$ cat src/rtl/msi_pkg.sv
package msi_pkg;

    typedef enum logic [1:0] {
        ST_I = 2'd0,
        ST_S = 2'd1,
        ST_M = 2'd2
    } line_st_e;

    typedef enum logic [1:0] {
        CMD_RD  = 2'd0,
        CMD_RDX = 2'd1,
        CMD_UPG = 2'd2,
        CMD_WB  = 2'd3
    } bus_cmd_e;

endpackage

$ cat src/rtl/msi_line_array.sv
module msi_line_array
    import msi_pkg::*;
#(
    parameter int IDX_W  = 2,
    parameter int TAG_W  = 6,
    parameter int DATA_W = 16
) (
    input  logic              clk,
    input  logic              rst_n,
    input  logic              wr_en,
    input  logic [IDX_W-1:0]  wr_idx,
    input  line_st_e          wr_st,
    input  logic [TAG_W-1:0]  wr_tag,
    input  logic [DATA_W-1:0] wr_data,
    input  logic [IDX_W-1:0]  a_idx,
    output line_st_e          a_st,
    output logic [TAG_W-1:0]  a_tag,
    output logic [DATA_W-1:0] a_data,
    input  logic [IDX_W-1:0]  b_idx,
    output line_st_e          b_st,
    output logic [TAG_W-1:0]  b_tag,
    output logic [DATA_W-1:0] b_data
);

    localparam int LINES = 1 << IDX_W;

    line_st_e          st_all   [LINES];
    logic [TAG_W-1:0]  tag_all  [LINES];
    logic [DATA_W-1:0] data_all [LINES];

    for (genvar g = 0; g < LINES; g++) begin : g_line
        line_st_e          st_d,   st_q;
        logic [TAG_W-1:0]  tag_d,  tag_q;
        logic [DATA_W-1:0] data_d, data_q;
        logic              sel;

        assign sel = wr_en && (wr_idx == IDX_W'(g));

        always_comb begin
            st_d   = st_q;
            tag_d  = tag_q;
            data_d = data_q;
            if (sel) begin
                st_d   = wr_st;
                tag_d  = wr_tag;
                data_d = wr_data;
            end
        end

        always_ff @(posedge clk or negedge rst_n) begin
            if (!rst_n) begin
                st_q   <= ST_I;
                tag_q  <= '0;
                data_q <= '0;
            end else begin
                st_q   <= st_d;
                tag_q  <= tag_d;
                data_q <= data_d;
            end
        end

        assign st_all[g]   = st_q;
        assign tag_all[g]  = tag_q;
        assign data_all[g] = data_q;
    end

    assign a_st   = st_all[a_idx];
    assign a_tag  = tag_all[a_idx];
    assign a_data = data_all[a_idx];
    assign b_st   = st_all[b_idx];
    assign b_tag  = tag_all[b_idx];
    assign b_data = data_all[b_idx];

endmodule

$ cat src/rtl/msi_snoop_resp.sv
module msi_snoop_resp
    import msi_pkg::*;
#(
    parameter int TAG_W = 6
) (
    input  logic             active,
    input  bus_cmd_e         cmd,
    input  line_st_e         st,
    input  logic [TAG_W-1:0] line_tag,
    input  logic [TAG_W-1:0] snp_tag,
    output logic             supply,
    output logic             upd,
    output line_st_e         nst
);

    logic hit;

    always_comb begin
        hit    = active && (st != ST_I) && (line_tag == snp_tag);
        supply = 1'b0;
        upd    = 1'b0;
        nst    = st;
        if (hit) begin
            unique case (cmd)
                CMD_RD: begin
                    if (st == ST_M) begin
                        supply = 1'b1;
                        upd    = 1'b1;
                        nst    = ST_S;
                    end
                end
                CMD_RDX: begin
                    supply = (st == ST_M);
                    upd    = 1'b1;
                    nst    = ST_I;
                end
                CMD_UPG: begin
                    upd = 1'b1;
                    nst = ST_I;
                end
                default: ;
            endcase
        end
    end

endmodule

$ cat src/rtl/msi_req_select.sv
module msi_req_select
    import msi_pkg::*;
#(
    parameter int TAG_W = 6
) (
    input  logic             pend,
    input  logic             we,
    input  logic [TAG_W-1:0] req_tag,
    input  line_st_e         st,
    input  logic [TAG_W-1:0] line_tag,
    output logic             need,
    output bus_cmd_e         cmd
);

    logic tag_eq;
    logic hit;
    logic local_ok;

    always_comb begin
        tag_eq   = (line_tag == req_tag);
        hit      = (st != ST_I) && tag_eq;
        local_ok = hit && (!we || st == ST_M);
        need     = pend && !local_ok;
        if (st == ST_M && !tag_eq) begin
            cmd = CMD_WB;
        end else if (we && hit) begin
            cmd = CMD_UPG;
        end else if (we) begin
            cmd = CMD_RDX;
        end else begin
            cmd = CMD_RD;
        end
    end

endmodule

$ cat src/rtl/msi_snoop_ctrl.sv
module msi_snoop_ctrl
    import msi_pkg::*;
#(
    parameter int ADDR_W = 8,
    parameter int DATA_W = 16,
    parameter int IDX_W  = 2
) (
    input  logic              clk,
    input  logic              rst_n,
    input  logic              cpu_req,
    input  logic              cpu_we,
    input  logic [ADDR_W-1:0] cpu_addr,
    input  logic [DATA_W-1:0] cpu_wdata,
    output logic              cpu_done,
    output logic [DATA_W-1:0] cpu_rdata,
    output logic              bus_req,
    input  logic              bus_gnt,
    output logic [1:0]        bus_cmd,
    output logic [ADDR_W-1:0] bus_addr,
    output logic [DATA_W-1:0] bus_wdata,
    input  logic [DATA_W-1:0] bus_rdata,
    input  logic              snp_valid,
    input  logic [1:0]        snp_cmd,
    input  logic [ADDR_W-1:0] snp_addr,
    output logic              snp_supply,
    output logic [DATA_W-1:0] snp_data
);

    localparam int TAG_W = ADDR_W - IDX_W;

    typedef struct packed {
        logic              pend;
        logic              we;
        logic [ADDR_W-1:0] addr;
        logic [DATA_W-1:0] wdata;
        logic              done;
        logic [DATA_W-1:0] rdata;
    } ctl_t;

    ctl_t ctl_d, ctl_q;

    logic [IDX_W-1:0]  req_idx;
    logic [TAG_W-1:0]  req_tag;
    logic [IDX_W-1:0]  snp_idx;
    logic [TAG_W-1:0]  snp_tag;
    bus_cmd_e          snp_cmd_e;
    logic              snoop_act;

    line_st_e          a_st, b_st;
    logic [TAG_W-1:0]  a_tag, b_tag;
    logic [DATA_W-1:0] a_data, b_data;

    logic              need;
    bus_cmd_e          req_cmd;
    logic              sn_upd;
    line_st_e          sn_nst;

    logic              wr_en;
    logic [IDX_W-1:0]  wr_idx;
    line_st_e          wr_st;
    logic [TAG_W-1:0]  wr_tag;
    logic [DATA_W-1:0] wr_data;

    assign req_idx   = ctl_q.addr[IDX_W-1:0];
    assign req_tag   = ctl_q.addr[ADDR_W-1:IDX_W];
    assign snp_idx   = snp_addr[IDX_W-1:0];
    assign snp_tag   = snp_addr[ADDR_W-1:IDX_W];
    assign snp_cmd_e = bus_cmd_e'(snp_cmd);
    assign snoop_act = snp_valid && !bus_gnt;

    msi_line_array #(
        .IDX_W (IDX_W),
        .TAG_W (TAG_W),
        .DATA_W(DATA_W)
    ) u_lines (
        .clk    (clk),
        .rst_n  (rst_n),
        .wr_en  (wr_en),
        .wr_idx (wr_idx),
        .wr_st  (wr_st),
        .wr_tag (wr_tag),
        .wr_data(wr_data),
        .a_idx  (req_idx),
        .a_st   (a_st),
        .a_tag  (a_tag),
        .a_data (a_data),
        .b_idx  (snp_idx),
        .b_st   (b_st),
        .b_tag  (b_tag),
        .b_data (b_data)
    );

    msi_req_select #(
        .TAG_W(TAG_W)
    ) u_sel (
        .pend    (ctl_q.pend),
        .we      (ctl_q.we),
        .req_tag (req_tag),
        .st      (a_st),
        .line_tag(a_tag),
        .need    (need),
        .cmd     (req_cmd)
    );

    msi_snoop_resp #(
        .TAG_W(TAG_W)
    ) u_snoop (
        .active  (snoop_act),
        .cmd     (snp_cmd_e),
        .st      (b_st),
        .line_tag(b_tag),
        .snp_tag (snp_tag),
        .supply  (snp_supply),
        .upd     (sn_upd),
        .nst     (sn_nst)
    );

    assign snp_data  = b_data;
    assign bus_req   = need;
    assign bus_cmd   = req_cmd;
    assign bus_addr  = (req_cmd == CMD_WB) ? {a_tag, req_idx} : ctl_q.addr;
    assign bus_wdata = a_data;
    assign cpu_done  = ctl_q.done;
    assign cpu_rdata = ctl_q.rdata;

    always_comb begin
        ctl_d      = ctl_q;
        ctl_d.done = 1'b0;
        wr_en      = 1'b0;
        wr_idx     = snp_idx;
        wr_st      = sn_nst;
        wr_tag     = b_tag;
        wr_data    = b_data;

        // foreign transaction: state change of the snooped line
        if (snoop_act && sn_upd) begin
            wr_en = 1'b1;
        end

        if (ctl_q.pend) begin
            if (bus_gnt && need) begin
                wr_en  = 1'b1;
                wr_idx = req_idx;
                unique case (req_cmd)
                    CMD_WB: begin
                        wr_st   = ST_I;
                        wr_tag  = a_tag;
                        wr_data = a_data;
                    end
                    CMD_RD: begin
                        wr_st       = ST_S;
                        wr_tag      = req_tag;
                        wr_data     = bus_rdata;
                        ctl_d.rdata = bus_rdata;
                        ctl_d.done  = 1'b1;
                        ctl_d.pend  = 1'b0;
                    end
                    default: begin
                        wr_st       = ST_M;
                        wr_tag      = req_tag;
                        wr_data     = ctl_q.wdata;
                        ctl_d.rdata = ctl_q.wdata;
                        ctl_d.done  = 1'b1;
                        ctl_d.pend  = 1'b0;
                    end
                endcase
            end else if (!need && !snoop_act) begin
                // local hit: no bus traffic
                if (ctl_q.we) begin
                    wr_en       = 1'b1;
                    wr_idx      = req_idx;
                    wr_st       = ST_M;
                    wr_tag      = req_tag;
                    wr_data     = ctl_q.wdata;
                    ctl_d.rdata = ctl_q.wdata;
                end else begin
                    ctl_d.rdata = a_data;
                end
                ctl_d.done = 1'b1;
                ctl_d.pend = 1'b0;
            end
        end else if (cpu_req) begin
            ctl_d.pend  = 1'b1;
            ctl_d.we    = cpu_we;
            ctl_d.addr  = cpu_addr;
            ctl_d.wdata = cpu_wdata;
        end
    end

    always_ff @(posedge clk or negedge rst_n) begin
        if (!rst_n) begin
            ctl_q <= '0;
        end else begin
            ctl_q <= ctl_d;
        end
    end

endmodule

$ cat config.mk
export PLATFORM = sky130hd
export DESIGN_NAME = msi_snoop_ctrl
export DESIGN_NICKNAME = d
export VERILOG_FILES = /design/src/rtl/msi_pkg.sv /design/src/rtl/msi_line_array.sv /design/src/rtl/msi_snoop_resp.sv /design/src/rtl/msi_req_select.sv /design/src/rtl/msi_snoop_ctrl.sv
export SDC_FILE = /design/constraint.sdc
export NUM_CORES = 1
export LEC_CHECK = 0
export BUFFER_PORTS_ARGS = -buffer_cell sky130_fd_sc_hd__buf_2
export CELL_PAD_IN_SITES_DETAIL_PLACEMENT = 0
export CELL_PAD_IN_SITES_GLOBAL_PLACEMENT = 1
export CORE_ASPECT_RATIO = 0.9
export CORE_MARGIN = 10
export CORE_UTILIZATION = 52
export CTS_BUF_LIST = sky130_fd_sc_hd__clkbuf_2
export CTS_CLUSTER_SIZE = 12
export DETAILED_ROUTE_END_ITERATION = 12
export PLACE_DENSITY_LB_ADDON = 0.3
export SLEW_MARGIN = 15
export SYNTH_ARGS = -nofsm -noshare
export SYNTH_HDL_FRONTEND = slang
export SYNTH_SLANG_ARGS = --single-unit
$ cat constraint.sdc
create_clock -name clk -period 7.8 [get_ports clk]
set_input_delay 0.39 -clock clk [delete_from_list [all_inputs] [get_ports clk]]
set_output_delay 0.39 -clock clk [all_outputs]
set_load 0.005 [all_outputs]
==> impl_results.md <==
* Largest cells by area after synthesis: dfrtp_1 42%, mux4_2 12%, mux2_2 10%
* Critical path class: flip-flop to flip-flop
* Layout Nets at 827
* Top post-synthesis cells by count: 139 x dfrtp_1, 75 x mux2_2, 46 x mux4_2
* Starting DRC count in detailed routing at 526
* Die height at 140.4 um
* Max Fanout on Critical Path at 30
* Site Rows at 43
* Share of post-route cells with drive strength above 1 at 0.4430
* Gate Count Post-Synth at 656
* PwrDens at 442.3 nW/um^2
* P&R area growth vs syn at 13.15%
* Post-synth top area share at 0.4155
* CTS tree: yes
* DIE AREA at 21580 um^2
* Sequential area share after synthesis at 0.4155
* Clock power share at 0.114
* Post-CTS resize count at 0
* Synth Register Bits at 139
* CORE AREA at 15600 um^2
* Area leader, netlist: dfrtp_1
* Post-Route WL at 23810 um
* Io pins at 117
* H-tree Lvls at 4
* Sw Pwr at 1.784 mW
* Starting Density at 0.5365
* Post-synth top flop: dfrtp_1
* Post-DR vias/cell at 6.276
* Clk root buf: clkbuf_2
* Gr ovfl total at 0
* Final Util at 0.6071
* DR DRC count at 0
* Final period util at 0.6162
* Post-CTS setup buffer count at 0
* Total number of vias at 6169
* Most numerous cell in the Yosys netlist: dfrtp_1
* Clock transition at path regs at 200 ps
* Ys async rst share at 1.000
* CP arrival at 5400 ps
* Slew Viols, Final at 0
* Pin count of the biggest net entering global routing at 85
* Placed cell area at 8894 um^2
* Fin Setup TNS at 0 ps
* Syn. warnings at 0
* Antenna diodes at 0
* Final Hold Violating Endpoints at 0
* Post-synth EDFFs at 0
* RSZ-0062 raised after global routing: no
* WP data required at 8390 ps
* Worst Setup End Kind: flip-flop
* Max-Slew Margin vs Limit at 0.2254
* Clock tree buffer depth at 2
* Syn_nets at 715
* Cell-internal power at 2.406 mW
* Initial antenna violation count at 0
* Port buffer count at 116
* Worst-skew pair later-pin latency at 700 ps
* Sw frac at 0.4258
* Syn avg cell area at 12.76 um^2
* Syn Std Cell Area at 8371 um^2
* Vias in the first global route at 6488
* Final Critical Period at 4807 ps
* Final Cell Area at 9472 um^2
* Max Clk Rate at 208.0 MHz
* CTS Sinks at 139
* Power, Total at 4.190 mW
* Die W at 153.7 um
* Actual slew at the worst max-slew pin at 1159 ps
* Distinct cell type count after synthesis at 69
* Setup Skew at 29.07 ps
* Number of setup violations in the final report at 0
* Antenna Nets Post-Route at 0
* Sequential fraction of design power at 0.319
* Worst Hold Class: input pin to flip-flop
* GRT Total Usage at 0.2191
* Comb pwr share at 0.568
* First drt pass iteration count at 5
* DP HPWL at 16020 um
* TritonCTS buffer count at 17
* Status: complete, no violations
* First-pass GRT wire length at 37380 um
* Placer Congestion at 0.8373
* Crit path launch type: flip-flop
* Leak at 4.285 nW
* Routed len/inst at 24.22 um
* Max-cap viol count at 0
* VDD IR-drop max at 0.0002053 V
-- area by class of cell --
cell class | instances | area, um^2
flip-flops and latches | 139 | 3480
clock inverters | 14 | 177.7
repair buffers | 159 | 987.2
fillers | 1262 | 6131
multi-input cells | 428 | 4398
inverters | 23 | 86.33
well taps | 202 | 252.7
clock buffers | 18 | 90.09
-- cell families (layout without fill, tap and decap cells) --
| logic type | after synthesis | count (layout) | synth area share |
|---|---|---|---|
| muxes | 186 | 186 | 0.3286 |
| DFF | 139 | 139 | 0.4155 |
| buffers and inverters | 89 | 214 | 0.06203 |
| AOI/OAI and AO/OA | 116 | 116 | 0.1135 |
| xor gates and xnor gates | 11 | 11 | 0.01151 |
| and+or+nand+nor | 112 | 112 | 0.06443 |
| adders and majority gates | 3 | 3 | 0.004485 |
-- state kept, by name, summed over array words and instances (netlist names) --
signal	cells
u_lines.g_line.tag_q	24
cpu_done	1
u_lines.g_line.st_q	8
u_lines.g_line.data_q	64
cpu_rdata	16
ctl_q	26
-- power by group through the flow --
| stage | Combinational (mW) | Clock, mW | Sequential [mW] |
|---|---|---|---|
| after floorplan | 1.79 | 0 | 1.24 |
| after global placement | 2.30 | 0 | 1.31 |
| after detailed placement | 2.35 | 0 | 1.34 |
| after CTS | 2.38 | 0.488 | 1.33 |
| after global routing | 2.56 | 0.523 | 1.38 |
| final | 2.38 | 0.477 | 1.33 |
-- layer usage --
metal	GRT usage	up-vias	routed length [um]
met4	0.05614	0	235
li1	-	2701	-
met3	0.05663	17	1606
met2	0.3494	252	11510
met1	0.2909	3199	10460
met5	0	-	0
-- worst max-delay path, stage by stage, from the launching register on --
cell	delay (ps)
dfrtp_2	390
buf_4	490
mux4_1	690
xnor2_1	250
nand4_1	430
o31a_1	730
nor2_4	390
o32a_1	450
buf_4	460
mux2_2	380
-- repair_timing --
item | CTS | global route
hold endpoints to repair | 113 | 0
setup endpoints to repair | 0 | 0
hold buffers | 31 | 0
-- final timing paths --
path                                             start                           end  slack, ps  cells past startpoint
hold reg to reg            u_lines.g_line[1].data_q[5]   u_lines.g_line[1].data_q[5]        540                      1
min in group asynchronous                        rst_n     u_lines.g_line[3].st_q[0]        290                      2
setup reg to reg                             ctl_q[33]  u_lines.g_line[0].data_q[15]       2990                      9
hold / removal                            bus_rdata[6]                  cpu_rdata[6]         90                      3
setup / recovery                             ctl_q[33]  u_lines.g_line[0].data_q[15]       2990                      9
max in group asynchronous                        rst_n                     ctl_q[25]       6250                      3
-- placed cells by master, fill, tap and decap left out, types with 3 or more instances in the layout --
cell / synthesis / final
dfrtp_1: 139 / 138
buf_2: 10 / 115
mux2_2: 75 / 75
mux4_2: 46 / 46
nand2_1: 38 / 38
mux2_4: 38 / 38
nor2_1: 32 / 32
dlygate4sd3_1: 0 / 31
inv_1: 23 / 23
clkbuf_2: 0 / 18
mux2i_1: 16 / 16
o211ai_1: 14 / 14
a21oi_1: 12 / 12
buf_4: 26 / 12
xnor2_1: 11 / 11
o21ai_0: 11 / 11
nand3_1: 11 / 11
a32o_1: 10 / 10
mux2_1: 10 / 10
a22oi_1: 9 / 9
o22ai_1: 7 / 7
a31oi_1: 8 / 7
a32oi_1: 6 / 6
clkinv_2: 0 / 6
nor3_1: 5 / 5
bufinv_16: 0 / 4
and2_1: 3 / 3
nor4b_1: 3 / 3
a211oi_1: 3 / 3
o221a_2: 3 / 3
a221o_2: 3 / 3
ha_1: 3 / 3
-- stage by stage --
step	setup slack, ps	std cells	hold WS [ps]
6_report	2993	983	92.98
5_1_grt	2597	983	19.30
4_1_cts	2906	983	4.808
3_5_place_dp	3095	920	497.3
3_3_place_gp	3215	920	481.0
2_1_floorplan	4841	656	94.41
(Power assumes the default switching activity.)
